[config.mk]
export PLATFORM = sky130hd
export DESIGN_NAME = flash_guard
export DESIGN_NICKNAME = d
export VERILOG_FILES = /design/src/rtl/fg_pkg.sv /design/src/rtl/fg_trap.sv /design/src/rtl/fg_mode_ctl.sv /design/src/rtl/fg_blk_regs.sv /design/src/rtl/flash_guard.sv
export SDC_FILE = /design/constraint.sdc
export NUM_CORES = 1
export LEC_CHECK = 0
export ABC_AREA = 1
export BUFFER_PORTS_ARGS = -buffer_cell sky130_fd_sc_hd__buf_4
export CAP_MARGIN = 40
export CORE_ASPECT_RATIO = 0.9
export CORE_MARGIN = 1.5
export CORE_UTILIZATION = 50
export DETAILED_ROUTE_END_ITERATION = 8
export PLACE_DENSITY = 0.82
export SLEW_MARGIN = 20
export SYNTH_ARGS = -nofsm -noshare
export SYNTH_HDL_FRONTEND = slang
export SYNTH_SLANG_ARGS = --single-unit
export TNS_END_PERCENT = 1
[constraint.sdc]
create_clock -name clk -period 1.4 [get_ports clk]
set_clock_uncertainty 0.1 [all_clocks]
set_input_delay 0.14 -clock clk [delete_from_list [all_inputs] [get_ports clk]]
set_output_delay 0.14 -clock clk [all_outputs]
set_load 0.03 [all_outputs]
[src/rtl/fg_pkg.sv]
package fg_pkg;
  // control register field positions
  localparam int BIT_WEN   = 0;
  localparam int BIT_PROG  = 1;
  localparam int BIT_ERASE = 2;
  // address map
  localparam int ADR_CTRL  = 0;
  localparam int ADR_STAT  = 1;
  localparam int ADR_MASK0 = 2;

  typedef struct packed {
    logic wen;
    logic prog;
    logic erase;
  } fg_mode_t;
endpackage

[src/rtl/fg_trap.sv]
module fg_trap #(
  parameter int N_EV = 4
) (
  input  logic            active,
  input  logic [N_EV-1:0] ev,
  output logic            trip
);
  // an illegal event only matters while an operation runs
  assign trip = active & (|ev);
endmodule

[src/rtl/fg_mode_ctl.sv]
module fg_mode_ctl
  import fg_pkg::*;
(
  input  logic       clk,
  input  logic       clr,
  input  logic       lp,
  input  logic       we_ctrl,
  input  logic [2:0] wd,
  input  logic       trip,
  output fg_mode_t   mode_q,
  output fg_mode_t   mode_nxt,
  output logic       err_q
);
  logic err_nxt;

  always_comb begin
    mode_nxt = mode_q;
    err_nxt  = err_q | trip;
    if (lp) begin
      mode_nxt = '0;
    end else if (err_q || trip) begin
      mode_nxt.prog  = 1'b0;
      mode_nxt.erase = 1'b0;
      if (we_ctrl) mode_nxt.wen = wd[BIT_WEN];
    end else if (we_ctrl) begin
      mode_nxt.wen = wd[BIT_WEN];
      if (!wd[BIT_WEN]) begin
        mode_nxt.prog  = 1'b0;
        mode_nxt.erase = 1'b0;
      end else if (!(wd[BIT_PROG] && wd[BIT_ERASE])) begin
        mode_nxt.prog  = wd[BIT_PROG]  & mode_q.wen;
        mode_nxt.erase = wd[BIT_ERASE] & mode_q.wen;
      end
    end
  end

  always_ff @(posedge clk) begin
    if (clr) begin
      mode_q <= '0;
      err_q  <= 1'b0;
    end else begin
      mode_q <= mode_nxt;
      err_q  <= err_nxt;
    end
  end

  assert_excl_R4: assert property (@(posedge clk) disable iff (clr)
    !(mode_q.prog && mode_q.erase));
  assert_sticky_R8: assert property (@(posedge clk) disable iff (clr)
    err_q |=> err_q);
  assert_hold_R8: assert property (@(posedge clk) disable iff (clr)
    err_q |-> (!mode_q.prog && !mode_q.erase));
  assert_trip_R6: assert property (@(posedge clk) disable iff (clr)
    trip |=> (err_q && !mode_q.prog && !mode_q.erase));
  assert_lp_R2: assert property (@(posedge clk) disable iff (clr)
    lp |=> (!mode_q.wen && !mode_q.prog && !mode_q.erase));
  assert_gate_R3: assert property (@(posedge clk) disable iff (clr)
    ($rose(mode_q.prog) || $rose(mode_q.erase)) |-> $past(mode_q.wen));
endmodule

[src/rtl/fg_blk_regs.sv]
module fg_blk_regs #(
  parameter int REG_W  = 8,
  parameter int N_REGS = 2,
  parameter int ADDR_W = 2,
  parameter int BASE   = 2
) (
  input  logic                    clk,
  input  logic                    clr,
  input  logic                    lp,
  input  logic                    we,
  input  logic [ADDR_W-1:0]       waddr,
  input  logic [REG_W-1:0]        wdata,
  input  logic                    erase_nxt,
  output logic [N_REGS*REG_W-1:0] blk_q,
  output logic [N_REGS*REG_W-1:0] blk_en_q
);
  for (genvar i = 0; i < N_REGS; i++) begin : g_mask
    logic [REG_W-1:0] q, en, nxt;
    always_comb begin
      if (lp) nxt = '0;
      else if (we && waddr == ADDR_W'(BASE + i)) nxt = wdata;
      else nxt = q;
    end
    always_ff @(posedge clk) begin
      if (clr) begin
        q  <= '0;
        en <= '0;
      end else begin
        q  <= nxt;
        en <= erase_nxt ? nxt : '0;
      end
    end
    assign blk_q[i*REG_W +: REG_W]    = q;
    assign blk_en_q[i*REG_W +: REG_W] = en;
  end

  assert_blk_lp_R2: assert property (@(posedge clk) disable iff (clr)
    lp |=> (blk_q == '0));
endmodule

[src/rtl/flash_guard.sv]
module flash_guard
  import fg_pkg::*;
#(
  parameter int REG_W  = 8,
  parameter int N_MASK = 2,
  parameter int LP_N   = 5,
  localparam int ADDR_W = $clog2(N_MASK + 2),
  localparam int N_BLK  = N_MASK * REG_W
) (
  input  logic              clk,
  input  logic              rst,
  input  logic              wdog_rst,
  input  logic [LP_N-1:0]   lp_enter,
  input  logic              reg_we,
  input  logic              reg_re,
  input  logic [ADDR_W-1:0] reg_addr,
  input  logic [REG_W-1:0]  reg_wdata,
  output logic [REG_W-1:0]  reg_rdata,
  input  logic              flash_rd,
  input  logic              exc_enter,
  input  logic              sleep_exec,
  input  logic              bus_release,
  output logic              prog_en,
  output logic              erase_en,
  output logic [N_BLK-1:0]  blk_erase_en,
  output logic              err_flag
);
  localparam int N_EV = 4;

  logic            clr, lp, trip, err_q, we_ctrl;
  fg_mode_t        mode_q, mode_nxt;
  logic [N_BLK-1:0] blk_q;
  logic [REG_W-1:0] rd_mux;

  assign clr     = rst | wdog_rst;
  assign lp      = |lp_enter;
  assign we_ctrl = reg_we && (reg_addr == ADDR_W'(ADR_CTRL));

  fg_trap #(.N_EV(N_EV)) u_trap (
    .active (mode_q.prog | mode_q.erase),
    .ev     ({bus_release, sleep_exec, exc_enter, flash_rd}),
    .trip   (trip)
  );

  fg_mode_ctl u_mode (
    .clk      (clk),
    .clr      (clr),
    .lp       (lp),
    .we_ctrl  (we_ctrl),
    .wd       (reg_wdata[2:0]),
    .trip     (trip),
    .mode_q   (mode_q),
    .mode_nxt (mode_nxt),
    .err_q    (err_q)
  );

  fg_blk_regs #(.REG_W(REG_W), .N_REGS(N_MASK), .ADDR_W(ADDR_W), .BASE(ADR_MASK0)) u_blk (
    .clk       (clk),
    .clr       (clr),
    .lp        (lp),
    .we        (reg_we),
    .waddr     (reg_addr),
    .wdata     (reg_wdata),
    .erase_nxt (mode_nxt.erase),
    .blk_q     (blk_q),
    .blk_en_q  (blk_erase_en)
  );

  always_comb begin
    rd_mux = '0;
    if (reg_addr == ADDR_W'(ADR_CTRL)) begin
      rd_mux[BIT_WEN]   = mode_q.wen;
      rd_mux[BIT_PROG]  = mode_q.prog;
      rd_mux[BIT_ERASE] = mode_q.erase;
    end else if (reg_addr == ADDR_W'(ADR_STAT)) begin
      rd_mux[REG_W-1] = err_q;
    end
    for (int i = 0; i < N_MASK; i++)
      if (reg_addr == ADDR_W'(ADR_MASK0 + i)) rd_mux = blk_q[i*REG_W +: REG_W];
  end

  always_ff @(posedge clk) begin
    if (clr) reg_rdata <= '0;
    else if (reg_re) reg_rdata <= rd_mux;
  end

  assign prog_en  = mode_q.prog;
  assign erase_en = mode_q.erase;
  assign err_flag = err_q;

  assert_mask_R5: assert property (@(posedge clk) disable iff (clr)
    (blk_erase_en != '0) |-> (erase_en && ((blk_erase_en & ~blk_q) == '0)));
  assert_quiet_R7: assert property (@(posedge clk) disable iff (clr)
    (!prog_en && !erase_en && !err_flag && !lp) |=> !err_flag);
  assert_reset_R1: assert property (@(posedge clk)
    clr |=> (!prog_en && !erase_en && !err_flag && blk_erase_en == '0));
endmodule

Yosys cells after proc, flatten, opt, wreduce, memory -nomap -nowiden:

Index checks and enable logic that the tools add are counted.

* register bits: 44
* bits of input ports: 24
* output and inout port bits: 27
* word-level logic and storage cells: 47

* equal/unequal tests: 4
* muxes and demuxes: 15
* bitwise logic cells: 7
* reductions and logical operators: 12

Operators with widths (count)
* 2-to-1 mux 8 bit: 6
* 2-to-1 mux 3 bit: 3
* OR reduction 7 bit: 1
* OR reduction 6 bit: 1
* OR reduction 5 bit: 1
* equality test 2 bit (second input constant): 2
* logical AND 1 bit: 4
* 2-to-1 mux 1 bit: 4
* 2-to-1 mux 2 bit: 2
* OR reduction 4 bit: 1
* AND 1 bit: 3
* OR 1 bit: 3
* equality test 2 x 1 -> 1 bit (second input constant): 1
* zero test 2 bit: 1
* != test 2 bit (second input constant): 1
* AND reduction 2 bit: 1
* OR reduction 2 bit: 1
* logical OR 1 bit: 1
* NOT 1 bit: 1

Logic depth before layout (Yosys ltp):

* depth in word-level cells: 8
* gate-level depth with buffers: 8
* depth with buffers taken out: 8

Cells and area by module:

From an unflattened synthesis, not the netlist that was laid out.

* cells, all modules: 272
* area, all modules: 1925.6 um^2

By module, submodules not included
* fg_blk_regs: times used 1, cells each 151, area each 1196.1 um^2, seq. area each 640.6 um^2
* flash_guard: times used 1, cells each 83, area each 503.0 um^2, seq. area each 160.2 um^2
* fg_mode_ctl: times used 1, cells each 34, area each 210.2 um^2, seq. area each 80.1 um^2
* fg_trap: times used 1, cells each 4, area each 16.3 um^2, seq. area each 0.0 um^2

Worst setup path before layout:

No wires, ideal clock.

* kind: reg-to-reg
* from: register, netlist name u_mode.mode_q[1]
* to: register u_blk.g_mask[1].en[3]
* setup time: 0.062 ns
* arrival: 1.248 ns
* data required time: 1.238 ns
* path slack: -0.010 ns
* cell stages (with the launch flop): 8
* path buffers: 1
* period minus slack after synthesis: 1.410 ns
* cells stage by stage: dfxtp_1 > or2_1 > nand2_1 > nand2_1 > nor2_8 > nand2_4 > buf_12 > nor2_2

* cells in the longest elaborated chain, start to end: 7

Ends and longest elaborated chain
* OR 1 bit: RTL line flash_guard.sv:40 `.active (mode_q.prog | mode_q.erase),`
* AND 1 bit: RTL line fg_trap.sv:9 `assign trip = active & (|ev);`
* logical OR 1 bit: RTL line fg_mode_ctl.sv:21 `end else if (err_q || trip) begin`
* 2-to-1 mux 3 bit: RTL line fg_mode_ctl.sv:21
* 2-to-1 mux 1 bit: RTL line fg_mode_ctl.sv:19 `if (lp) begin`
* NOT 1 bit (no line)
* OR reduction 2 bit (no line)
* end signal: assignment: RTL line fg_blk_regs.sv:30 `en <= erase_nxt ? nxt : '0;`
* end: declaration: RTL line fg_blk_regs.sv:18 `logic [REG_W-1:0] q, en, nxt;`

No other way between the ends.
A chain may end at the register's enable or synchronous reset.

Worst setup path in the final report:

* from: register, netlist name u_mode.mode_q[1]
* to: register u_blk.g_mask[0].en[1]

* cells in the longest elaborated chain, start to end: 7

Ends and longest elaborated chain (RTL line)
* OR 1 bit: flash_guard.sv:40
* AND 1 bit: fg_trap.sv:9
* logical OR 1 bit: fg_mode_ctl.sv:21
* 2-to-1 mux 3 bit: fg_mode_ctl.sv:21
* 2-to-1 mux 1 bit: fg_mode_ctl.sv:19
* NOT 1 bit (no line)
* OR reduction 2 bit (no line)
* end signal: assignment: fg_blk_regs.sv:30
* end: declaration: fg_blk_regs.sv:18

No other way between the ends.

==> results.tsv <==
metric	value	unit
Post-synth EDFFs	0	
hold_buf cts	0	
RSZ-0062 raised after global routing	false	
top cell type's share of synthesized area	46.96	%
f_max	0.7601	GHz
crit-path max FO	17	
I/O Buffers	50	
post-route ant nets	0	
Synth area leaders	dfxtp_1, nand2_1, inv_1	
# DRC	0	
H-tree Lvls	2	
met1 usage	28.08	%
met2 usage	37.54	%
DR vias/cell	4.734	
status	completed	
Site Rows	20	
pwr/cell area	919.3	mW/mm^2
Synth Cell Area	0.001876	sq mm
Worst Setup End Kind	register	
Top Family by Delay on Critical Path	simple AND/OR/NAND/NOR gates	
Largest stage delay, worst path	340	ps
Mapped Nets	275	
post-CTS setup buffers	0	
endpoints failing hold	0	
Clock Pin Slew Worst Setup and Hold Paths	80	ps
CP Cell Sequence	or2_1 > nand2_1 > nand2_2 > nor2_8 > nand2_8 > nor2_1	
number of global-route vias before repair	1580	
Post-synth top cells	nand2_1, dfxtp_1, inv_1	
fin crit share	93.98	%
Die H	61.11	um
Seq/Total Area, Yosys	46.96	%
GRT overflow	0	
Bufs and invs on worst path	0	
minimum clock period	1316	ps
Yosys cell types	26	
largest area contributor in the netlist	dfxtp_1	
GP Congestion	0.8396	
Avg Inst Size Synth	7.472	sq um
drt wl/cell	11.90	um
final setup violating endpoints	0	
Total GRT Usage	22.38	%
worst min path class	primary input to register	
1st-iter DRT viols	57	
drt first pass iters	4	
die area	0.004128	sq mm
required time worst endpoint	1530	ps
most numerous cell in the Yosys netlist	nand2_1	
CTS tree	yes	
CTS max path bufs	2	
Max Cap Viol	0	
Worst Path Arrival	1450	ps
routed via count	1657	
GRT busiest layer	met2	
Synth Instances	251	
HPWL after DPL	2960	um
Peak VDD IR	0.8652	mV
worst hold margin	7.652	ps
largest net degree at the start of global routing	25	
met3 Use GR	6.033	%
final setup TNS	0	ps
share of layout cells above drive strength 1	29.08	%
Synthesis Warnings	0	
final instance area	0.002396	sq mm
Setup Crit Path Kind	register to register	
Leakage	1.131	nW
core box area	0.003478	sq mm
final setup margin	84.30	ps
FF+latch count, synth	44	
CTS Buf Count	5	
Root Buffer	clkbuf_8	
Starting Density	53.92	%
Slew @ Worst Pin	255.0	ps
prevailing post-synth register cell	dfxtp_1	
Slowest-stage cell, CP	dfxtp_2	
Die W	67.56	um
async set or reset register ratio after synthesis	0	%
crit path launch type	register	
area of placed instances	0.002303	sq mm
worst rel slew slack	82.94	%
Max Slew Vio Count	0	
Final Util	68.88	%
Nets	330	
area growth from synthesis to layout	27.75	%
DP Worst Slack	23.18	ps
initial antenna violation count	0	
worst skew pair latency	290	ps
I/O pins	51	
# diodes	0	
DRT Wirelength	4164	um
clock sink count	44	
first-pass GRT wire length	6886	um
sequential cells by signal, summed over array words and instances, names as in the netlist:
| signal | flops |
|---|---|
| u_mode.err_q | 1 |
| u_blk.g_mask.q | 16 |
| u_blk.g_mask.en | 16 |
| u_mode.mode_q | 3 |
| reg_rdata | 8 |
path summary, 6_finish.rpt:
kind	from	to	slack, ps	cells past startpoint
max	u_mode.mode_q[1]$_SDFFE_PP0P_	u_blk.g_mask[0].en[1]$_SDFF_PP0_	80	6
min	reg_re	reg_rdata[7]$_SDFFE_PP0P_	8	2
max reg2reg	u_mode.mode_q[1]$_SDFFE_PP0P_	u_blk.g_mask[0].en[1]$_SDFF_PP0_	80	6
min reg2reg	reg_rdata[0]$_SDFFE_PP0P_	reg_rdata[0]$_SDFFE_PP0P_	380	2
layout by cell type (no fill, tap or decap), types with 5 or more instances in the layout:
cell	netlist	routed
buf_4	0	53
clkbuf_8	0	5
dfxtp_1	44	42
inv_1	40	40
nand2_1	62	61
nand2_2	5	6
nand3_1	9	9
nor2_1	36	36
nor2_2	8	8
o21ai_0	11	11
o21ai_1	5	5
final cells by class:
type                    instances  area (sq um)
well taps                      44         55.05
flip-flops and latches         44         883.3
clock buffers                   5         68.82
inverters                      41         156.4
repair buffers                 54         417.9
fillers                       296          1082
clock inverters                 2         12.51
multi-input cells             160         802.0
report_power, final:
| group | internal (W) | total (W) | switching (W) |
|---|---|---|---|
| registers | 0.00126 | 0.00126 | 0.00000277 |
| clock network | 0.000338 | 0.000755 | 0.000417 |
| logic | 0.0000803 | 0.000190 | 0.000110 |
layer usage:
metal  vias up  part of all wire [%]
li1        863                     -
met5         -                     0
met2        64                    45
met1       725                    47
met4         0                   1.3
met3         5                   6.7
cells by family after synthesis:
group                  share of synthesized area [%]
AND/OR/NAND/NOR                                33.49
AO/OA/AOI/OAI                                  8.672
flip-flops                                     46.96
buffers and inverters                          10.87
worst reg2reg max path, stage by stage, from the launching register on:
cell,delay (ps)
dfxtp_2,340
or2_1,230
nand2_1,100
nand2_2,90
nor2_8,130
nand2_8,130
nor2_1,140
stage by stage:
step	power (W)	std cells
finish	0.002203	350
global route	0.002301	350
CTS	0.002223	350
detailed placement	0.001476	343
global placement	0.001474	343
floorplan	0.001386	251
what timing repair did:
action	in CTS	in global routing
setup endpoints to repair	1	4
pin swaps	0	1
cloned	0	0
resized for setup	1	1
(Power assumes the default switching activity.)
